==> src/rtl/idata_pkg.sv <==
package idata_pkg;
  typedef enum logic [2:0] {
    OP_RD   = 3'd0,
    OP_WR   = 3'd1,
    OP_PUSH = 3'd2,
    OP_POP  = 3'd3,
    OP_BRD  = 3'd4,
    OP_BWR  = 3'd5
  } op_e;

  typedef enum logic [1:0] {
    AM_REG = 2'd0,
    AM_DIR = 2'd1,
    AM_IND = 2'd2
  } am_e;

  localparam int          BYTE_W    = 8;
  localparam int          BANK_W    = 2;
  localparam logic [7:0]  SP_RESET  = 8'h07;
  localparam logic [7:0]  BIT_BASE  = 8'h20;
endpackage

==> src/rtl/idata_stack_ptr.sv <==
module idata_stack_ptr
  import idata_pkg::*;
#(
  parameter logic [BYTE_W-1:0] RESET_VAL = SP_RESET
) (
  input  logic              clk_i,
  input  logic              rst_ni,
  input  logic              push_i,
  input  logic              pop_i,
  output logic [BYTE_W-1:0] sp_o,
  output logic [BYTE_W-1:0] sp_inc_o
);
  logic [BYTE_W-1:0] sp_q;

  always_ff @(posedge clk_i or negedge rst_ni) begin
    if (!rst_ni)     sp_q <= RESET_VAL;
    else if (push_i) sp_q <= sp_q + BYTE_W'(1);
    else if (pop_i)  sp_q <= sp_q - BYTE_W'(1);
  end

  assign sp_o     = sp_q;
  assign sp_inc_o = sp_q + BYTE_W'(1);

  a_r1_sp_reset: assert property (@(posedge clk_i) $rose(rst_ni) |-> sp_q == RESET_VAL);
  a_r8_push_step: assert property (@(posedge clk_i) disable iff (!rst_ni)
    push_i |=> sp_q == $past(sp_q) + BYTE_W'(1));
  a_r8_pop_step: assert property (@(posedge clk_i) disable iff (!rst_ni)
    (pop_i && !push_i) |=> sp_q == $past(sp_q) - BYTE_W'(1));
  a_r13_sp_hold: assert property (@(posedge clk_i) disable iff (!rst_ni)
    (!push_i && !pop_i) |=> $stable(sp_q));
endmodule

==> src/rtl/idata_addr_gen.sv <==
module idata_addr_gen
  import idata_pkg::*;
#(
  parameter bit UPPER_RAM = 1'b1
) (
  input  logic              valid_i,
  input  op_e               op_i,
  input  logic [1:0]        mode_i,
  input  logic [BYTE_W-1:0] addr_i,
  input  logic [BANK_W-1:0] bank_i,
  input  logic [BYTE_W-1:0] bit_addr_i,
  input  logic [BYTE_W-1:0] sp_i,
  input  logic [BYTE_W-1:0] sp_inc_i,
  input  logic [BYTE_W-1:0] ptr_val_i,
  output logic [4:0]        ptr_addr_o,
  output logic [BYTE_W-1:0] eff_addr_o,
  output logic              ram_hit_o,
  output logic              sfr_hit_o
);
  logic tgt_ram;

  // R0/R1 of the selected bank
  assign ptr_addr_o = {bank_i, 2'b00, addr_i[0]};

  always_comb begin
    eff_addr_o = '0;
    tgt_ram    = 1'b0;
    sfr_hit_o  = 1'b0;
    if (valid_i) begin
      case (op_i)
        OP_RD, OP_WR: begin
          case (mode_i)
            AM_REG: begin
              eff_addr_o = {3'b000, bank_i, addr_i[2:0]};
              tgt_ram    = 1'b1;
            end
            AM_DIR: begin
              eff_addr_o = addr_i;
              tgt_ram    = ~addr_i[7];
              sfr_hit_o  = addr_i[7];
            end
            AM_IND: begin
              eff_addr_o = ptr_val_i;
              tgt_ram    = 1'b1;
            end
            default: ;
          endcase
        end
        OP_PUSH: begin
          eff_addr_o = sp_inc_i;
          tgt_ram    = 1'b1;
        end
        OP_POP: begin
          eff_addr_o = sp_i;
          tgt_ram    = 1'b1;
        end
        OP_BRD, OP_BWR: begin
          if (bit_addr_i[7]) begin
            eff_addr_o = {bit_addr_i[7:3], 3'b000};
            sfr_hit_o  = 1'b1;
          end else begin
            eff_addr_o = BIT_BASE + {4'b0000, bit_addr_i[6:3]};
            tgt_ram    = 1'b1;
          end
        end
        default: ;
      endcase
    end
  end

  // upper half only exists when configured
  assign ram_hit_o = tgt_ram && (UPPER_RAM || !eff_addr_o[7]);
endmodule

==> src/rtl/idata_bit_ops.sv <==
module idata_bit_ops
  import idata_pkg::*;
(
  input  logic [BYTE_W-1:0] byte_i,
  input  logic [2:0]        idx_i,
  input  logic              val_i,
  output logic              bit_o,
  output logic [BYTE_W-1:0] merged_o
);
  assign bit_o = byte_i[idx_i];

  for (genvar g = 0; g < BYTE_W; g++) begin : g_merge
    assign merged_o[g] = (idx_i == 3'(g)) ? val_i : byte_i[g];
  end
endmodule

==> src/rtl/idata_ram.sv <==
module idata_ram
  import idata_pkg::*;
#(
  parameter int DEPTH = 256,
  localparam int AW   = $clog2(DEPTH)
) (
  input  logic              clk_i,
  input  logic              we_i,
  input  logic [AW-1:0]     waddr_i,
  input  logic [BYTE_W-1:0] wdata_i,
  input  logic [AW-1:0]     raddr_a_i,
  output logic [BYTE_W-1:0] rdata_a_o,
  input  logic [AW-1:0]     raddr_b_i,
  output logic [BYTE_W-1:0] rdata_b_o
);
  logic [BYTE_W-1:0] mem_q [DEPTH];

  always_ff @(posedge clk_i) begin
    if (we_i) mem_q[waddr_i] <= wdata_i;
  end

  assign rdata_a_o = mem_q[raddr_a_i];
  assign rdata_b_o = mem_q[raddr_b_i];
endmodule

==> src/rtl/idata_access_unit.sv <==
module idata_access_unit
  import idata_pkg::*;
#(
  parameter bit UPPER_RAM = 1'b1
) (
  input  logic       clk_i,
  input  logic       rst_ni,
  input  logic       op_valid_i,
  input  logic [2:0] op_i,
  input  logic [1:0] mode_i,
  input  logic [7:0] addr_i,
  input  logic [1:0] bank_i,
  input  logic [7:0] wdata_i,
  output logic [7:0] rdata_o,
  input  logic [7:0] bit_addr_i,
  input  logic       bit_wdata_i,
  output logic       bit_rdata_o,
  output logic [7:0] sp_o,
  output logic [7:0] sfr_addr_o,
  output logic       sfr_rd_o,
  output logic       sfr_we_o,
  output logic [7:0] sfr_wdata_o,
  input  logic [7:0] sfr_rdata_i
);
  localparam int RAM_DEPTH = UPPER_RAM ? 256 : 128;
  localparam int RAM_AW    = $clog2(RAM_DEPTH);

  op_e               op;
  logic              is_bit, is_write, is_read, byte_out;
  logic              do_push, do_pop;
  logic [BYTE_W-1:0] sp, sp_inc;
  logic [4:0]        ptr_addr;
  logic [BYTE_W-1:0] ptr_val, eff_addr, ram_rd, src_byte, merged, wr_byte;
  logic              ram_hit, sfr_hit, bit_val;

  assign op       = op_e'(op_i);
  assign is_bit   = (op == OP_BRD) || (op == OP_BWR);
  assign is_write = op_valid_i && (op == OP_WR || op == OP_PUSH || op == OP_BWR);
  assign is_read  = op_valid_i && (op == OP_RD || op == OP_POP || is_bit);
  assign byte_out = op_valid_i && (op == OP_RD || op == OP_POP);
  assign do_push  = op_valid_i && (op == OP_PUSH);
  assign do_pop   = op_valid_i && (op == OP_POP);

  idata_stack_ptr u_sp (
    .clk_i    (clk_i),
    .rst_ni   (rst_ni),
    .push_i   (do_push),
    .pop_i    (do_pop),
    .sp_o     (sp),
    .sp_inc_o (sp_inc)
  );

  idata_addr_gen #(.UPPER_RAM(UPPER_RAM)) u_agen (
    .valid_i    (op_valid_i),
    .op_i       (op),
    .mode_i     (mode_i),
    .addr_i     (addr_i),
    .bank_i     (bank_i),
    .bit_addr_i (bit_addr_i),
    .sp_i       (sp),
    .sp_inc_i   (sp_inc),
    .ptr_val_i  (ptr_val),
    .ptr_addr_o (ptr_addr),
    .eff_addr_o (eff_addr),
    .ram_hit_o  (ram_hit),
    .sfr_hit_o  (sfr_hit)
  );

  idata_ram #(.DEPTH(RAM_DEPTH)) u_ram (
    .clk_i     (clk_i),
    .we_i      (is_write && ram_hit),
    .waddr_i   (eff_addr[RAM_AW-1:0]),
    .wdata_i   (wr_byte),
    .raddr_a_i (eff_addr[RAM_AW-1:0]),
    .rdata_a_o (ram_rd),
    .raddr_b_i (RAM_AW'(ptr_addr)),
    .rdata_b_o (ptr_val)
  );

  // absent upper RAM reads as 00h
  assign src_byte = sfr_hit ? sfr_rdata_i : (ram_hit ? ram_rd : '0);

  idata_bit_ops u_bits (
    .byte_i   (src_byte),
    .idx_i    (bit_addr_i[2:0]),
    .val_i    (bit_wdata_i),
    .bit_o    (bit_val),
    .merged_o (merged)
  );

  assign wr_byte     = is_bit ? merged : wdata_i;
  assign rdata_o     = byte_out ? src_byte : '0;
  assign bit_rdata_o = op_valid_i && is_bit && bit_val;
  assign sp_o        = sp;
  assign sfr_addr_o  = sfr_hit ? eff_addr : '0;
  assign sfr_rd_o    = is_read && sfr_hit;
  assign sfr_we_o    = is_write && sfr_hit;
  assign sfr_wdata_o = sfr_we_o ? wr_byte : '0;

  a_r5_ind_no_sfr: assert property (@(posedge clk_i) disable iff (!rst_ni)
    (op_valid_i && (op_i == 3'd0 || op_i == 3'd1) && mode_i == 2'd2) |-> !sfr_rd_o && !sfr_we_o);
  a_r9_stack_no_sfr: assert property (@(posedge clk_i) disable iff (!rst_ni)
    (op_valid_i && (op_i == 3'd2 || op_i == 3'd3)) |-> !sfr_rd_o && !sfr_we_o);
  a_r2_low_direct_no_sfr: assert property (@(posedge clk_i) disable iff (!rst_ni)
    (op_valid_i && op_i <= 3'd1 && mode_i == 2'd1 && !addr_i[7]) |-> !sfr_rd_o && !sfr_we_o);
  a_r12_sfr_bit_rmw: assert property (@(posedge clk_i) disable iff (!rst_ni)
    (op_valid_i && op_i == 3'd5 && bit_addr_i[7]) |-> sfr_rd_o && sfr_we_o && sfr_addr_o[2:0] == 3'b000);
  a_r11_one_bit_changes: assert property (@(posedge clk_i) disable iff (!rst_ni)
    (op_valid_i && op_i == 3'd5 && bit_addr_i[7]) |-> $countones(sfr_wdata_o ^ sfr_rdata_i) <= 1);
  a_r13_idle_quiet: assert property (@(posedge clk_i) disable iff (!rst_ni)
    !op_valid_i |-> !sfr_rd_o && !sfr_we_o && rdata_o == 8'h00 && !bit_rdata_o);
endmodule

==> config.mk <==
export PLATFORM = sky130hd
export DESIGN_NAME = idata_access_unit
export DESIGN_NICKNAME = d
export VERILOG_FILES = /design/src/rtl/idata_pkg.sv /design/src/rtl/idata_stack_ptr.sv /design/src/rtl/idata_addr_gen.sv /design/src/rtl/idata_bit_ops.sv /design/src/rtl/idata_ram.sv /design/src/rtl/idata_access_unit.sv
export SDC_FILE = /design/constraint.sdc
export NUM_CORES = 2
export LEC_CHECK = 0
export BUFFER_PORTS_ARGS = -buffer_cell sky130_fd_sc_hd__buf_2
export CORE_UTILIZATION = 49
export CTS_BUF_LIST = sky130_fd_sc_hd__clkbuf_16
export DETAILED_ROUTE_END_ITERATION = 7
export PLACE_DENSITY_LB_ADDON = 0.12
export SLEW_MARGIN = 20
export SYNTH_ARGS = -nofsm -noshare
export SYNTH_HDL_FRONTEND = slang
export SYNTH_SLANG_ARGS = --single-unit
export TNS_END_PERCENT = 100
==> constraint.sdc <==
create_clock -name clk_i -period 47.2 [get_ports clk_i]
set_clock_uncertainty 0.15 [all_clocks]
set_input_delay 9.44 -clock clk_i [delete_from_list [all_inputs] [get_ports clk_i]]
set_output_delay 9.44 -clock clk_i [all_outputs]
set_load 0.005 [all_outputs]
# After elaboration in Yosys (flattened, before gate mapping)
# Memories as Yosys holds them, arrays and structs flattened.
# Index checks and enable logic that the tools add are counted.
# W data, S select, Z words.
word_totals:
  ram_bits: 2048
  word_cells: 76
  output_inout_bits: 35
  mem_count: 1
  register_bits: 8
mem_list:
  columns: ["name", "depth", "width", "rd", "rd_ports_with_merged_regs", "write_ports", "line_no", "text"]
  rows:
  - ["u_ram.mem_q", 256, 8, 2, 0, 1, "idata_ram.sv:16", "logic [BYTE_W-1:0] mem_q [DEPTH];"]
classes:
  reduce_logical: 23
  n_bitwise: 1
  n_addsub: 3
  eq_ne: 14
  n_lt_le_gt_ge: 1
  n_mux: 32
ops:
  columns: ["operator", "n"]
  rows:
  - ["$mux W8", 10]
  - ["$pmux W8 S4", 1]
  - ["$pmux W8 S3", 1]
  - ["$eq A3 B3 Y1 const B", 6]
  - ["$mux W1", 16]
  - ["$eq A3 B2 Y1 const B", 4]
  - ["$logic_and A1 B1 Y1", 10]
  - ["$add A8 B1 Y8 const B", 1]
  - ["$reduce_or A2 Y1", 4]
  - ["$sub A8 B1 Y8 const B", 1]
  - ["$add A6 B4 Y7 const A", 1]
  - ["$eq A3 B1 Y1 const B", 2]
  - ["$logic_not A3 Y1", 2]
  - ["$logic_or A1 B1 Y1", 5]
  - ["$lt A3 B4 Y1 const B", 1]
  - ["$pmux W1 S2", 2]
  - ["$bmux W1 S3", 1]
  - ["$pmux W1 S3", 1]
  - ["$eq A2 B1 Y1 const B", 1]
  - ["$eq A2 B2 Y1 const B", 1]
  - ["$logic_not A2 Y1", 1]
  - ["$reduce_bool A2 Y1", 1]
  - ["$not A1 Y1", 1]

# Logic depth before layout (Yosys ltp)
logic_depth:
  depth_word: 10
  depth_mapped: 19

# By module
# A second synthesis with hierarchy kept.
unflattened:
  hier_cells: 5060
  area_unflattened_um2: 98513.2
by_module_without_submodules:
  columns: ["module", "area_each_um2", "n_inst", "cells_per_inst", "seq_area_each_um2"]
  rows:
  - ["idata_ram", 96652.7, 1, 4831, 61499.0]
  - ["idata_stack_ptr", 578.1, 1, 60, 203.9]
  - ["idata_addr_gen", 529.3, 1, 75, 0.0]
  - ["idata_access_unit", 500.5, 1, 63, 0.0]
  - ["idata_bit_ops", 252.7, 1, 31, 0.0]

# Worst setup path before layout
# No wires, ideal clock.
synth_timing:
  path_kind: "input-to-output"
  start: "input addr_i[0]"
  end: "output sfr_wdata_o[6]"
  t_arrival_ns: 23.623
  stages: 17
  slack_ns: 13.987
  path_buffers: 6
  path_cell_list: "buf_4 > buf_6 > buf_6 > mux4_2 > mux2i_1 > o21a_1 > nand2b_1 > buf_4 > buf_4 > buf_2 > a21oi_1 > nor4_1 > o22ai_1 > nor4_1 > a221oi_1 > o31ai_1 > and2_1"
synth_between:
  elab_chain_cells: 10
  word_cells_on_any_way: 9
  cone_classes: "mux: 8; memory: 1"
synth_rtl:
  columns: ["element", "line_no", "text"]
  rows:
  - ["from (decl)", "idata_access_unit.sv:11", "input logic [7:0] addr_i,"]
  - ["$mem_v2 Z256 W8", null, null]
  - ["$pmux W8 S3 (*)", "idata_addr_gen.sv:32", "case (mode_i)"]
  - ["$pmux W8 S4 (*)", "idata_addr_gen.sv:30", "case (op_i)"]
  - ["$mux W8 (*)", "idata_addr_gen.sv:29", "if (valid_i) begin"]
  - ["$mem_v2 Z256 W8", null, null]
  - ["$mux W8 (*) (2 in series)", "idata_access_unit.sv:81", "assign src_byte = sfr_hit ? sfr_rdata_i : (ram_hit ? ram_rd : '0);"]
  - ["$mux W1 (*)", "idata_bit_ops.sv:13", "assign merged_o[g] = (idx_i == 3'(g)) ? val_i : byte_i[g];"]
  - ["$mux W8 (*)", "idata_access_unit.sv:91", "assign wr_byte = is_bit ? merged : wdata_i;"]
  - ["net u_ram.wdata_i[6]", "idata_ram.sv:10", "input logic [BYTE_W-1:0] wdata_i,"]
  - ["$mux W8 (*)", "idata_access_unit.sv:98", "assign sfr_wdata_o = sfr_we_o ? wr_byte : '0;"]
  - ["to (decl)", "idata_access_unit.sv:22", "output logic [7:0] sfr_wdata_o,"]
# Mark *: on every way through the listed nets, which the timed path passes. The rest lies on a longest branch.

# Final worst setup path
layout_timing:
  start: "input addr_i[0]"
  end: "output sfr_wdata_o[4]"
# The elaborated chain is that of the path after synthesis.

==> reports/qor.csv <==
metric,value,unit
hold_ws,0.374,ns
initial_core_util,0.493,
tritonroute_pass_1_iters,6,
gr-usage-met1,0.437,
report.final.hold_viol_count,0,
final_antenna_net_count,0,
worst_hold_startpoint,u_sp.sp_o[7],
detail_route.iter0.violations,7669,
crit-reg2reg-capture,u_ram.mem_q[235][4],
clk-insertion-delay-late,0.86,ns
synth.cell_area,0.0812,mm²
route.detailed.vias_per_inst,6.72,
mappedNetlistNets,5519,
synth_edf_count,2048,
cts.clk_slew.worst_paths,0.06,ns
port_buffers,77,
rsz_0062_raised_after_global_routing,no,
total_vias_in_the_final_route,52400,
hold_path_depth,1,
nets,5489,
timing.critical_path.from_type,input port,
number_of_register_bits_inferred_by_synthesis,2056,
design.die.area,0.167,mm²
ctsHoldBuffers,0,
vias_in_the_first_global_route,49700,
wl_per_cell,33.2,µm
globalRouteTotalUtil,0.305,
tritoncts.num_buffers,208,
setup.reg_to_reg.worst_slack,36.51,ns
die_height,409,µm
layout_commonest_cell,edfxtp_1,
maxSlewHeadroom,0.141,
grt_start_max_net_pins,197,
dp_hpwl,144,mm
layout.filler_cells,13200,
synthesis.area_per_instance,14.8,µm²
ys_warn_count,0,
report.power.total,4.08,mW
fp.coreArea,0.165,mm²
transition_time_of_the_tightest_slew_check_pin,1.28,ns
place.gp.congestion,0.874,
end_kind,primary output,
postCtsSetupBuffers,0,
postSynth.asyncResetShare,0.00389,
cts_tree,yes,
max-clock-path-buffers,3,
max-cap-violations,0,
tns,0,ns
synthCells,5474,
seq_area_frac_synth,0.760,
status,"complete, no violations",
fraction_of_layout_instances_using_a_drive_strength_above_1,0.103,
antenna_violations_before_repair,7,
power_density,45.2,mW/mm²
cts_sinks,2056,
layout_common_cells,"edfxtp_1 (2048), nand2_1 (572), nor2_1 (394), o22ai_1 (303), clkbuf_16 (209)",
globalRouteMet2Util,0.455,
reg2regPathDepth,20,
main_flop_type_after_synthesis,edfxtp_1,
fin_cells,7803,
cts.htree.levels,4,
grt_busiest_layer,met2,
critPathArrivalTime,18.19,ns
grt_remaining_overflow,0,
timing.setup.critical_path_class,in -> out,
min_path_type,reg -> reg,
num_rows,149,
highest_achievable_clock_rate,36.0,MHz
final-max-slew-violation-count,0,
critical_path_peak_fanout,92,
power.leakage,28.1,nW
placed_cells_incl_taps,7423,
cts-root-buf,clkbuf_16,
area.growth.synth_to_final,11.2,%
postCtsResizedCells,0,
die_width,409,µm
peakVddDrop,0.0377,mV
postRouteWirelength,259,mm
period_needed,27.78,ns
drc_errors,0,
min_period_over_period,0.589,
io_pins,78,
use_met3,0.0690,
yosys.cell_types.count,81,
wire_length_of_the_first_global_routing_pass,368,mm
worst_r2r_startpoint,u_sp.sp_o[0],
crit_required,37.61,ns
timing.hold.worst_endpoint,u_sp.sp_o[7],
setup_violations,0,
[cell families after synthesis]
| family | Yosys count | synth area share |
|---|---|---|
| xor gates and xnor gates | 16 | 0.00173 |
| AOI/OAI and AO/OA | 1439 | 0.128 |
| buffers and inverters | 481 | 0.0264 |
| muxes | 32 | 0.00556 |
| and+or+nand+nor | 1448 | 0.0778 |
| adders and majority gates | 2 | 0.000308 |
| DFF | 2056 | 0.760 |
[synthesized netlist by cell type (36+ instances only)]
master       n  area share
buf_1       54      0.0025
o32a_1     160       0.020
and3_1      60      0.0046
inv_1       41      0.0019
buf_2      205       0.013
o221ai_1    39      0.0042
nand3_1    187       0.012
o21ai_0    210       0.013
edfxtp_1  2048        0.76
nor4_1      52      0.0040
a21oi_1    209       0.013
nor3_1      88      0.0054
o32ai_1    150       0.016
nand2_1    591       0.027
a211oi_1    36      0.0033
o22ai_1    303       0.023
o31a_1      76      0.0082
clkbuf_1   161      0.0074
nor2_1     395       0.018
[per-stage QoR]
step | cell area (µm²) | utilization | worst slack [ns]
floorplan | 81200 | - | 13.99
global placement | 83800 | 0.508 | 19.59
detailed placement | 83900 | 0.509 | 19.72
CTS | 90300 | 0.548 | 19.68
global route | 90300 | 0.548 | 19.22
finish | 90300 | 0.548 | 19.42
[area by class of cell]
type	count	area [µm²]	area share
Clock buffer	209	5230	0.0579
Tap cell	2189	2740	0.0303
Antenna cell	3	7.51	0.0000831
Inverter	41	154	0.00170
Clock inverter	168	1180	0.0130
Timing Repair Buffer	200	1540	0.0170
Multi-Input combinational cell	2937	17800	0.197
Sequential cell	2056	61700	0.683
[worst max path at each step]
stage | end | slack, ns | start | cells after the start
after CTS | sfr_wdata_o[4] | 19.68 | addr_i[0] | 20
after global routing | sfr_wdata_o[4] | 19.22 | addr_i[0] | 20
after detailed placement | sfr_wdata_o[4] | 19.72 | addr_i[0] | 20
after floorplan | sfr_wdata_o[6] | 13.99 | addr_i[0] | 17
after global placement | sfr_wdata_o[5] | 19.59 | addr_i[0] | 19
final | sfr_wdata_o[4] | 19.42 | addr_i[0] | 20
[critical path, cell delays in order]
cell and delay [ns]:
buf_2 0.08, buf_4 0.38, mux2i_1 0.29, a22o_2 0.17, buf_4 0.54, o31a_2 0.25, or3_4 0.58, buf_4 0.72
buf_12 0.43, buf_4 0.61, buf_4 0.61, o32a_1 0.26, a21oi_1 0.06, o41ai_1 0.76, a41oi_1 0.61, or4_1 0.69
o211ai_1 0.25, a22o_4 0.83, and2_1 0.22, buf_2 0.11
[state kept, by name (all words and copies together), names as in the netlist]
name         flops
u_ram.mem_q   2048
u_sp.sp_o        8
[where the power goes]
part	leakage, nW	switching [mW]	internal, mW
registers	18.6	0.00641	2.04
clock network	3.31	0.701	0.872
logic	6.22	0.349	0.113
[per-layer routing]
layer | wire length [µm] | up-vias
li1 | - | 21800
met4 | 9690 | 10
met1 | 105000 | 26800
met3 | 28300 | 550
met2 | 117000 | 3198
met5 | 71 | -
Note: power is estimated with default switching activity, not from simulation.
